`src/rtl/shadow_commit_pkg.sv`:
```
package shadow_commit_pkg;

  localparam int unsigned LOAD_BIT = 0;
  localparam int unsigned AUTO_OFF_BIT = 1;

  typedef struct packed {
    logic auto_off;
    logic pending;
  } ctrl_state_t;

  // Pack the control state into a readable word; unused bits are zero.
  function automatic logic [31:0] ctrl_word(input ctrl_state_t st);
    logic [31:0] w;
    w = '0;
    w[LOAD_BIT] = st.pending;
    w[AUTO_OFF_BIT] = st.auto_off;
    return w;
  endfunction

  // A transfer happens on a blank if armed, or always when autoload is on.
  function automatic logic copy_due(input logic blank, input ctrl_state_t st);
    return blank & (st.pending | ~st.auto_off);
  endfunction

  // Next request state: a blank retires an armed request, a new write arms one.
  function automatic logic next_pending(input logic blank, input logic pend,
                                        input logic arm);
    return (pend & ~blank) | arm;
  endfunction

endpackage

```
`src/rtl/shadow_commit_ctrl.sv`:
```
module shadow_commit_ctrl
  import shadow_commit_pkg::*;
(
  input  logic        clk,
  input  logic        rst_n,
  input  logic        ctrl_we,
  input  logic        wr_load,
  input  logic        wr_auto_off,
  input  logic        vblank,
  output ctrl_state_t state_q,
  output logic        copy_evt
);

  logic arm_req;
  ctrl_state_t state_d;

  assign arm_req  = ctrl_we & wr_load;
  assign copy_evt = copy_due(vblank, state_q);

  always_comb begin
    state_d = state_q;
    state_d.pending = next_pending(vblank, state_q.pending, arm_req);
    if (ctrl_we) state_d.auto_off = wr_auto_off;
  end

  always_ff @(posedge clk) begin
    if (!rst_n) state_q <= '0;
    else        state_q <= state_d;
  end

  AST_PEND_HOLD: assert property (@(posedge clk) disable iff (!rst_n)
    (state_q.pending && !vblank) |=> state_q.pending);

  AST_PEND_RETIRE: assert property (@(posedge clk) disable iff (!rst_n)
    (state_q.pending && vblank && !arm_req) |=> !state_q.pending);

  AST_SAME_CYCLE_ARM: assert property (@(posedge clk) disable iff (!rst_n)
    (arm_req && vblank && !state_q.pending) |=> state_q.pending);

  AST_NO_CANCEL: assert property (@(posedge clk) disable iff (!rst_n)
    (state_q.pending && ctrl_we && !wr_load && !vblank) |=> state_q.pending);

endmodule

```
`src/rtl/shadow_commit_bank.sv`:
```
module shadow_commit_bank #(
  parameter int unsigned SLOTS = 7,
  parameter int unsigned DW    = 32
) (
  input  logic                clk,
  input  logic                rst_n,
  input  logic [SLOTS-1:0]    load_en,
  input  logic [SLOTS*DW-1:0] din,
  output logic [SLOTS*DW-1:0] dout
);

  for (genvar k = 0; k < SLOTS; k++) begin : g_slot
    logic [DW-1:0] word_q;
    always_ff @(posedge clk) begin
      if (!rst_n)          word_q <= '0;
      else if (load_en[k]) word_q <= din[k*DW +: DW];
    end
    assign dout[k*DW +: DW] = word_q;
  end

endmodule

```
`src/rtl/shadow_commit_top.sv`:
```
module shadow_commit_top
  import shadow_commit_pkg::*;
#(
  parameter int unsigned NUM_REGS = 8,
  parameter int unsigned DW       = 32,
  localparam int unsigned AW      = $clog2(NUM_REGS),
  localparam int unsigned SLOTS   = NUM_REGS - 1
) (
  input  logic                clk,
  input  logic                rst_n,
  input  logic                cfg_we,
  input  logic [AW-1:0]       cfg_waddr,
  input  logic [DW-1:0]       cfg_wdata,
  input  logic [AW-1:0]       cfg_raddr,
  output logic [DW-1:0]       cfg_rdata,
  input  logic                vblank,
  output logic [SLOTS*DW-1:0] active_cfg
);

  ctrl_state_t         ctrl_q;
  logic                copy_evt;
  logic                ctrl_we;
  logic [SLOTS-1:0]    shadow_en;
  logic [SLOTS*DW-1:0] shadow_flat;
  logic [SLOTS*DW-1:0] shadow_din;

  assign ctrl_we = cfg_we && (cfg_waddr == '0);

  for (genvar k = 0; k < SLOTS; k++) begin : g_dec
    assign shadow_en[k] = cfg_we && (cfg_waddr == AW'(k + 1));
    assign shadow_din[k*DW +: DW] = cfg_wdata;
  end

  shadow_commit_ctrl u_ctrl (
    .clk         (clk),
    .rst_n       (rst_n),
    .ctrl_we     (ctrl_we),
    .wr_load     (cfg_wdata[LOAD_BIT]),
    .wr_auto_off (cfg_wdata[AUTO_OFF_BIT]),
    .vblank      (vblank),
    .state_q     (ctrl_q),
    .copy_evt    (copy_evt)
  );

  shadow_commit_bank #(.SLOTS(SLOTS), .DW(DW)) u_shadow (
    .clk     (clk),
    .rst_n   (rst_n),
    .load_en (shadow_en),
    .din     (shadow_din),
    .dout    (shadow_flat)
  );

  shadow_commit_bank #(.SLOTS(SLOTS), .DW(DW)) u_active (
    .clk     (clk),
    .rst_n   (rst_n),
    .load_en ({SLOTS{copy_evt}}),
    .din     (shadow_flat),
    .dout    (active_cfg)
  );

  always_comb begin
    cfg_rdata = ctrl_word(ctrl_q);
    for (int k = 0; k < SLOTS; k++)
      if (cfg_raddr == AW'(k + 1)) cfg_rdata = shadow_flat[k*DW +: DW];
  end

  AST_ACTIVE_HOLD: assert property (@(posedge clk) disable iff (!rst_n)
    !copy_evt |=> $stable(active_cfg));

  AST_COPY_MATCH: assert property (@(posedge clk) disable iff (!rst_n)
    copy_evt |=> (active_cfg == $past(shadow_flat)));

  AST_AUTO_COPY: assert property (@(posedge clk) disable iff (!rst_n)
    (vblank && !ctrl_q.auto_off) |-> copy_evt);

  AST_ARMED_COPY: assert property (@(posedge clk) disable iff (!rst_n)
    (vblank && ctrl_q.pending) |-> copy_evt);

endmodule

```
`config.mk`:
```
export PLATFORM = sky130hd
export DESIGN_NAME = shadow_commit_top
export DESIGN_NICKNAME = d
export VERILOG_FILES = /design/src/rtl/shadow_commit_pkg.sv /design/src/rtl/shadow_commit_ctrl.sv /design/src/rtl/shadow_commit_bank.sv /design/src/rtl/shadow_commit_top.sv
export SDC_FILE = /design/constraint.sdc
export NUM_CORES = 1
export LEC_CHECK = 0
export ABC_AREA = 0
export ABC_CLOCK_PERIOD_IN_PS = 1600
export BUFFER_PORTS_ARGS = -buffer_cell sky130_fd_sc_hd__buf_4
export CAP_MARGIN = 20
export CORE_MARGIN = 2
export CORE_UTILIZATION = 50
export DETAILED_ROUTE_END_ITERATION = 8
export PLACE_DENSITY = 0.81
export SLEW_MARGIN = 40
export SYNTH_ARGS = -nofsm -noshare
export SYNTH_HDL_FRONTEND = slang
export SYNTH_SLANG_ARGS = --single-unit
```
`constraint.sdc`:
```
create_clock -name clk -period 1.6 [get_ports clk]
set_clock_uncertainty 0.2 [all_clocks]
set_input_delay 0.32 -clock clk [delete_from_list [all_inputs] [get_ports clk]]
set_output_delay 0.32 -clock clk [all_outputs]
set_load 0.02 [all_outputs]
```
# Word-level counts from Yosys, hierarchy flattened
# Index checks and enable logic that the tools add are counted.
# classes
n_eq_ne	14
muxes	7
bitwise_logic	7
n_reduce_logical	9
# ops
operator	count
$mux W32	7
$eq A3 B3 Y1 const B	8
$eq A3 B2 Y1 const B	4
$logic_and A1 B1 Y1	8
$eq A3 B1 Y1 const B	2
$and A1 B1 Y1	3
$logic_not A3 Y1	1
$not A1 Y1	2
$or A1 B1 Y1	2
# word_totals
ff_bits	450
input_bits	42
wordCells	53

# Depth between registers and ports, before layout
# Gate-level depths: netlist (run 1).
# logic_depth
word_depth	8
ltp_mapped	6
ltp_nobuf	3

# Modules after synthesis
# From an unflattened synthesis (run 1), not the netlist that was laid out.
# unflattened
cells_unflattened	1681
hier_area_um2	19786.5
# by_module_without_submodules
mod	n_inst	cells_per_inst	area_each_um2	seq_area_each_um2
shadow_commit_bank	2	725	8899.8	4484.3
shadow_commit_top	1	222	1901.8	0.0
shadow_commit_ctrl	1	9	85.1	40.0

# Least setup slack after synthesis (run 1)
# Ideal clock, no wire load.
# synth_timing
kind	input to output
startpoint	input cfg_raddr[0]
endpoint	output cfg_rdata[15]
t_arrival_ps	1279
required_ps	1080
slack_ps	-199
path_stages	6
cell_sequence	buf_4 -> buf_4 -> buf_6 -> mux2i_1 -> o22ai_1 -> a21o_1
# synth_between
elab_chain_len	8
# synth_lines
element	line	text
start: declaration	shadow_commit_top.sv:14	input logic [AW-1:0] cfg_raddr,
$eq A3 B1 Y1	shadow_commit_top.sv:64	if (cfg_raddr == AW'(k + 1)) cfg_rdata = shadow_flat[k*DW +: DW];
$mux W32 (6 in series)	shadow_commit_top.sv:64	
$mux W32 *	shadow_commit_top.sv:64	
end: declaration	shadow_commit_top.sv:15	output logic [DW-1:0] cfg_rdata,
# Mark *: on every way between the ends. The rest lies on a longest branch, timed or not.

# Worst setup path after layout (run 1)
# layout_timing
startpoint	register u_shadow.g_slot[6].word_q[1]
endpoint	output cfg_rdata[1]
# layout_between
elab_chain_len	1
# layout_lines
element	line	text
start: declaration	shadow_commit_bank.sv:13	logic [DW-1:0] word_q;
start signal: assignment	shadow_commit_bank.sv:16	else if (load_en[k]) word_q <= din[k*DW +: DW];
$mux W32	shadow_commit_top.sv:64	
# No other way between the ends.

==> flow_summary.ini, run 1 <==
[detailed_routing]
wl_per_cell_microns = 26.8
drt_iter0_drc = 3329
viasPerCell = 6.36
ant_nets = 0
drc = 0
drt-total-wl_microns = 88600
vias = 21000
firstDrtPassIters = 6

[placed_design]
routabilityCongestion = 1.02
portBuffers = 297
dp_hpwl_microns = 52300

[cells_and_area]
mostFrequentLayoutCells = nand2_1, a21oi_1, buf_4, dfxtp_2, nand3b_1
syn_to_final_growth_pct = 53.0
nets = 2798
drive_gt1_share_pct = 43.8
final_common_cell = nand2_1

[grt]
grt_start_max_net_pins = 92
antenna_found_initial = 3
grt.overflow.total = 0
grt_pass1_wl_microns = 120000
grt_usage_pct = 40.7
grt_pass1_vias = 19100

[sta]
slew_viol_final = 0
hold_slack_ps = -14.3
finalHoldViolations = 7
slew_headroom_pct = 63.1
fin_ws_ps = -794
setup_viol = 345
rsz0062_at_grt = yes
timing.final.crit_share_pct = 150
fin_tns_setup_ps = -144720
worst-slew-pin-transition_ps = 554
fmax_ghz = 0.418
fin_crit_ps = 2390

[power]
powerDensity_nw_per_um2 = 892
p_seq_share_pct = 44.8
power_uw = 25800
comb_power_share_pct = 10.9
switchingPower_uw = 6740
swShare_pct = 26.1
power.leakage_uw = 0.0107
clockPowerShare_pct = 44.3
p_int_uw = 19100
ir_drop_uv = 812

[logic_synthesis]
yosysTopAreaCellShare_pct = 47.6
ys_seq_area_share_pct = 47.6
async_reset_ff_share_pct = 0
synth_edf_count = 0
synth.avg_cell_area_sq_um = 8.27
ys_ff_latch = 450
synth_ff_type = dfxtp_1
netlist_area_sq_um = 18900
syn_inst = 2286
yosys_warnings = 0
synth.largest_area_cell = dfxtp_1
synthesis.nets = 2328
synth.area.top_cells = dfxtp_1, a21oi_1, nand2_1
ys_types = 35

[critical_path]
worst_setup_path_end_kind = output port
cpMaxStageDelayCell = mux4_2
critical_path.cell_chain = mux4_2 > mux2_4 > buf_6
setup.worst_path.start_class = register
crit_type = register to output port
cp_data_arrival_time_ps = 1870
worstPathMaxFanout = 2
crit_required_ps = 1080
critPathMaxStageDelay_ps = 480

[floorplanning]
dieArea_sq_um = 39400
core_area_sq_um = 37500
io_pins = 298
start_util_pct = 50.5
num_rows = 71
die_w_microns = 198
die_height_microns = 198

[hold_path]
hold_path_class = input pin to register

[clock_tree]
cts_max_path_buffers = 3
clk_latency_ps = 610
cts_tree = done
cts_root_buf = clkbuf_16
clock-sinks = 450
htree_num_levels = 2
clk_pin_slew_ps = 70
cts_made_buffers = 47

[run]
maxCapViolCount = 0

[status]
outcome = complete, but fails checks
violations = negative hold slack, negative setup slack
[stage by stage]
step	hold slack, ps	std cells	area, sq um	setup WS, ps	util [%]
CTS	19.8	3269	27300	-756	72.9
global route	-3.19	3305	28900	-808	77.2
detailed placement	267	3085	22800	-588	60.9
finish	-14.3	3306	28900	-794	77.2
global placement	260	3085	22800	-558	60.9
floorplan	246	2286	19000	-113	-
[synth_stat cells, types with 11 or more instances]
| master | count |
|---|---|
| a21oi_1 | 478 |
| dfxtp_1 | 450 |
| nand2_1 | 449 |
| o21ai_0 | 256 |
| nand3b_1 | 224 |
| clkbuf_1 | 119 |
| buf_2 | 66 |
| mux2i_1 | 63 |
| a21o_1 | 30 |
| a22o_1 | 30 |
| o22ai_1 | 30 |
| buf_6 | 25 |
| buf_4 | 18 |
| buf_1 | 11 |
[power by group through the flow]
stage,logic (uW),clock network [uW],registers (uW)
2_1_floorplan,1070,0,11800
3_3_place_gp,2080,0,11800
3_5_place_dp,2110,0,11800
4_1_cts,2520,11300,11500
5_1_grt,2890,11800,11600
6_report,2820,11400,11600
[registers in the layout, indices dropped and copies added, names as in the netlist]
signal	flops
u_active.g_slot.word_q	224
u_ctrl.state_q	2
u_shadow.g_slot.word_q	224
[timing repair]
item / CTS / global route
hold buffers: 34 / 1
endpoints found under the hold margin: 229 / 1
buffers inserted: 42 / 29
pin swaps: 104 / 104
endpoints found under the setup margin: 263 / 372
cloned: 30 / 12
resized for setup: 570 / 494
[critical path, delay by kind of cell (launching register included)]
kind / cells / cell delay (ps)
DFF: 1 / 350
muxes: 2 / 790
buffers and inverters: 1 / 140
[layout make-up]
type / instances / area, sq um
multi-input cells: 1594 / 9840
flip-flops and latches: 450 / 9420
inverters: 2 / 17.5
well taps: 511 / 639
clock buffers: 70 / 1360
diodes: 2 / 5.00
clock inverters: 16 / 206
repair buffers: 661 / 7450
fillers: 2335 / 8560
[per-layer routing]
layer / routed length, microns / track usage, %
met1: 31600 / 52.4
met2: 38500 / 61.3
met3: 11800 / 10.5
met4: 6720 / 24.9
met5: 0 / 0
[final timing paths]
kind	cells past startpoint	to	from	slack, ps
setup / recovery	3	cfg_rdata[1]	u_shadow.g_slot[6].word_q[1]	-790
hold / removal	4	u_shadow.g_slot[1].word_q[6]	rst_n	-10
setup reg to reg	12	u_active.g_slot[0].word_q[8]	u_ctrl.state_q[1]	-730
hold reg to reg	2	u_active.g_slot[1].word_q[2]	u_active.g_slot[1].word_q[2]	260
[cells by family after synthesis]
logic type / count (synthesis) / synth area share [%]
mux: 66 / 3.63
simple gates: 700 / 19.0
compound gates: 828 / 23.2
flops: 450 / 47.6
buf+inv: 242 / 6.60
No activity file was read; power rests on OpenSTA's default activity.
==> run 2: changes to the inputs <==
Settings changed: ABC_CLOCK_PERIOD_IN_PS 1600 to 2100.
Clock period 1.6 ns to 2.1 ns, I/O delays scaled along.
==> run 2 against run 1 <==
The flow finishes with violations (negative setup slack). Combinational power decreased by 36%. Critical endpoint unchanged. Final cell count is 5.5% lower. Worst hold slack better by 55 ps. Highest routed layer unchanged. Critical path type unchanged. Global-route usage decreased by 2.5 points. Sequential power is 24% lower. First-iteration DRC count down 33%. Worst setup slack better by 400 ps. Sequential cell count did not move. Total power down 26%. Wire length down 13%. Non-clock buffer count fell by 179.
==> flow_summary.ini, run 2 (same netlist as run 1, synthesis figures left out) <==
[clock_tree]
cts_max_path_buffers = 3
cts_tree = done
clock-sinks = 450
htree_num_levels = 2
cts_root_buf = clkbuf_16
cts_made_buffers = 47
clk_latency_ps = 590
clk_pin_slew_ps = 60

[critical_path]
setup.worst_path.start_class = register
cp_data_arrival_time_ps = 1870
crit_required_ps = 1480
crit_type = register to output port
r2r_setup_slack_ps = 280
rr_worst_depth = 6
worstPathMaxFanout = 3
worst_setup_path_end_kind = output port
rr_endpoint = u_active.g_slot[0].word_q[12]
rr_startpoint = u_ctrl.state_q[0]

[placed_design]
postPlaceCellArea_sq_um = 21600
dp_hpwl_microns = 52600
placed_cells = 2942
routabilityCongestion = 1.05
portBuffers = 297

[cells_and_area]
nets = 2619
finalNonFillerCells = 3125
reg_top3 = u_active.g_slot.word_q: 224 flops, u_shadow.g_slot.word_q: 224 flops, u_ctrl.state_q: 2 flops
mostFrequentLayoutCells = a21oi_1, nand2_1, buf_4, dfxtp_1, o21ai_0
final_common_cell = a21oi_1
finalInstanceArea_sq_um = 25200
drive_gt1_share_pct = 27.8
regArea_sq_um = 9290
syn_to_final_growth_pct = 33.4
fill_cells = 2949
multi_input_area_sq_um = 9150

[detailed_routing]
drt-total-wl_microns = 77400
drc = 0
viasPerCell = 6.15
firstDrtPassIters = 8
drt_iter0_drc = 2234
wl_per_cell_microns = 24.8
ant_nets = 0
vias = 19200

[grt]
grt_usage_pct = 38.2
grt_pass1_vias = 17600
grt_start_max_net_pins = 115
antenna_found_initial = 2
grt.overflow.total = 0
grt_pass1_wl_microns = 112000

[floorplanning]
die_w_microns = 198
io_pins = 298
dieArea_sq_um = 39400
num_rows = 71
core_area_sq_um = 37500
die_height_microns = 198
start_util_pct = 50.5

[power]
switchingPower_uw = 4760
ir_drop_uv = 659
swShare_pct = 25.0
power.leakage_uw = 0.00928
comb_power_share_pct = 9.5
p_seq_share_pct = 46.1
powerDensity_nw_per_um2 = 756
power_uw = 19100
clockPowerShare_pct = 44.4
p_int_uw = 14300

[status]
violations = negative setup slack
outcome = complete, but fails checks

[sta]
fmax_ghz = 0.401
hold_slack_ps = 41.1
fin_crit_ps = 2490
slew_viol_final = 0
slew_headroom_pct = 66.7
finalHoldViolations = 0
worst-slew-pin-transition_ps = 500
fin_ws_ps = -394
rsz0062_at_grt = yes
timing.final.crit_share_pct = 119
setup_viol = 32
fin_tns_setup_ps = -3970

[hold_path]
whs_path_depth = 3
min-delay-start = rst_n
min_to = u_active.g_slot[5].word_q[20]
hold_path_class = input pin to register

[run]
maxCapViolCount = 0
run 2: cell count changes in the layout (fill, tap and decap cells not counted), moves of 71 or more:
cell     before  now
o21ai_1     123   17
dfxtp_1     170  329
dfxtp_2     257   70
buf_6       187   39
a21oi_1     376  460
o21ai_0      46  236
o21ai_2      74    3
a21oi_2     102   14
run 2: what timing repair did:
| action | in CTS | in global routing |
|---|---|---|
| endpoints found under the hold margin | 221 | 0 |
| gates resized for setup | 281 | 67 |
| gates cloned | 9 | 2 |
| hold buffers | 33 | 0 |
| buffers inserted | 57 | 4 |
| pin swaps | 60 | 42 |
| endpoints found under the setup margin | 32 | 32 |
run 2: final cells by class:
| cell class | instances | area share [%] |
|---|---|---|
| multi-input cells | 1594 | 36.2 |
| diodes | 1 | 0.00992 |
| well taps | 511 | 2.53 |
| inverters | 2 | 0.0694 |
| repair buffers | 482 | 18.1 |
| clock inverters | 14 | 0.580 |
| clock buffers | 71 | 5.70 |
| flip-flops and latches | 450 | 36.8 |
run 2: worst max-delay path, stage by stage, from the launching register on:
cell and delay [ps]:
dfxtp_1 380, mux4_2 480, mux2_4 290, buf_6 130
run 2: power groups by stage:
stage	combinational [uW]	sequential, uW	clock [uW]
finish	1810	8790	8470
global route	1890	8790	8820
CTS	1720	8780	8520
detailed placement	1470	9020	0
global placement	1450	9020	0
floorplan	804	8970	0
run 2: metal layers:
| metal | GRT usage, % | vias to the layer above | routed length [microns] |
|---|---|---|---|
| li1 | - | 8544 | - |
| met5 | 0 | - | 0 |
| met3 | 8.34 | 200 | 8260 |
| met2 | 56.8 | 1173 | 33200 |
| met4 | 23.2 | 0 | 5010 |
| met1 | 50.8 | 9317 | 30900 |
run 2: worst max-delay path by stage:
stage / start / cells after the start / end / slack (ps)
final: u_shadow.g_slot[5].word_q[1] / 3 / cfg_rdata[1] / -390
after floorplan: cfg_raddr[0] / 6 / cfg_rdata[15] / 100
after detailed placement: cfg_raddr[0] / 6 / cfg_rdata[7] / -480
after global routing: u_shadow.g_slot[2].word_q[1] / 3 / cfg_rdata[1] / -410
after global placement: cfg_raddr[0] / 6 / cfg_rdata[7] / -470
after CTS: u_shadow.g_slot[2].word_q[1] / 3 / cfg_rdata[1] / -410
run 2: metrics by stage:
stage / worst slack (ps) / util, %
finish: -394 / 67.3
global route: -415 / 67.3
CTS: -407 / 66.7
detailed placement: -480 / 57.7
global placement: -470 / 57.7
floorplan: 101 / -
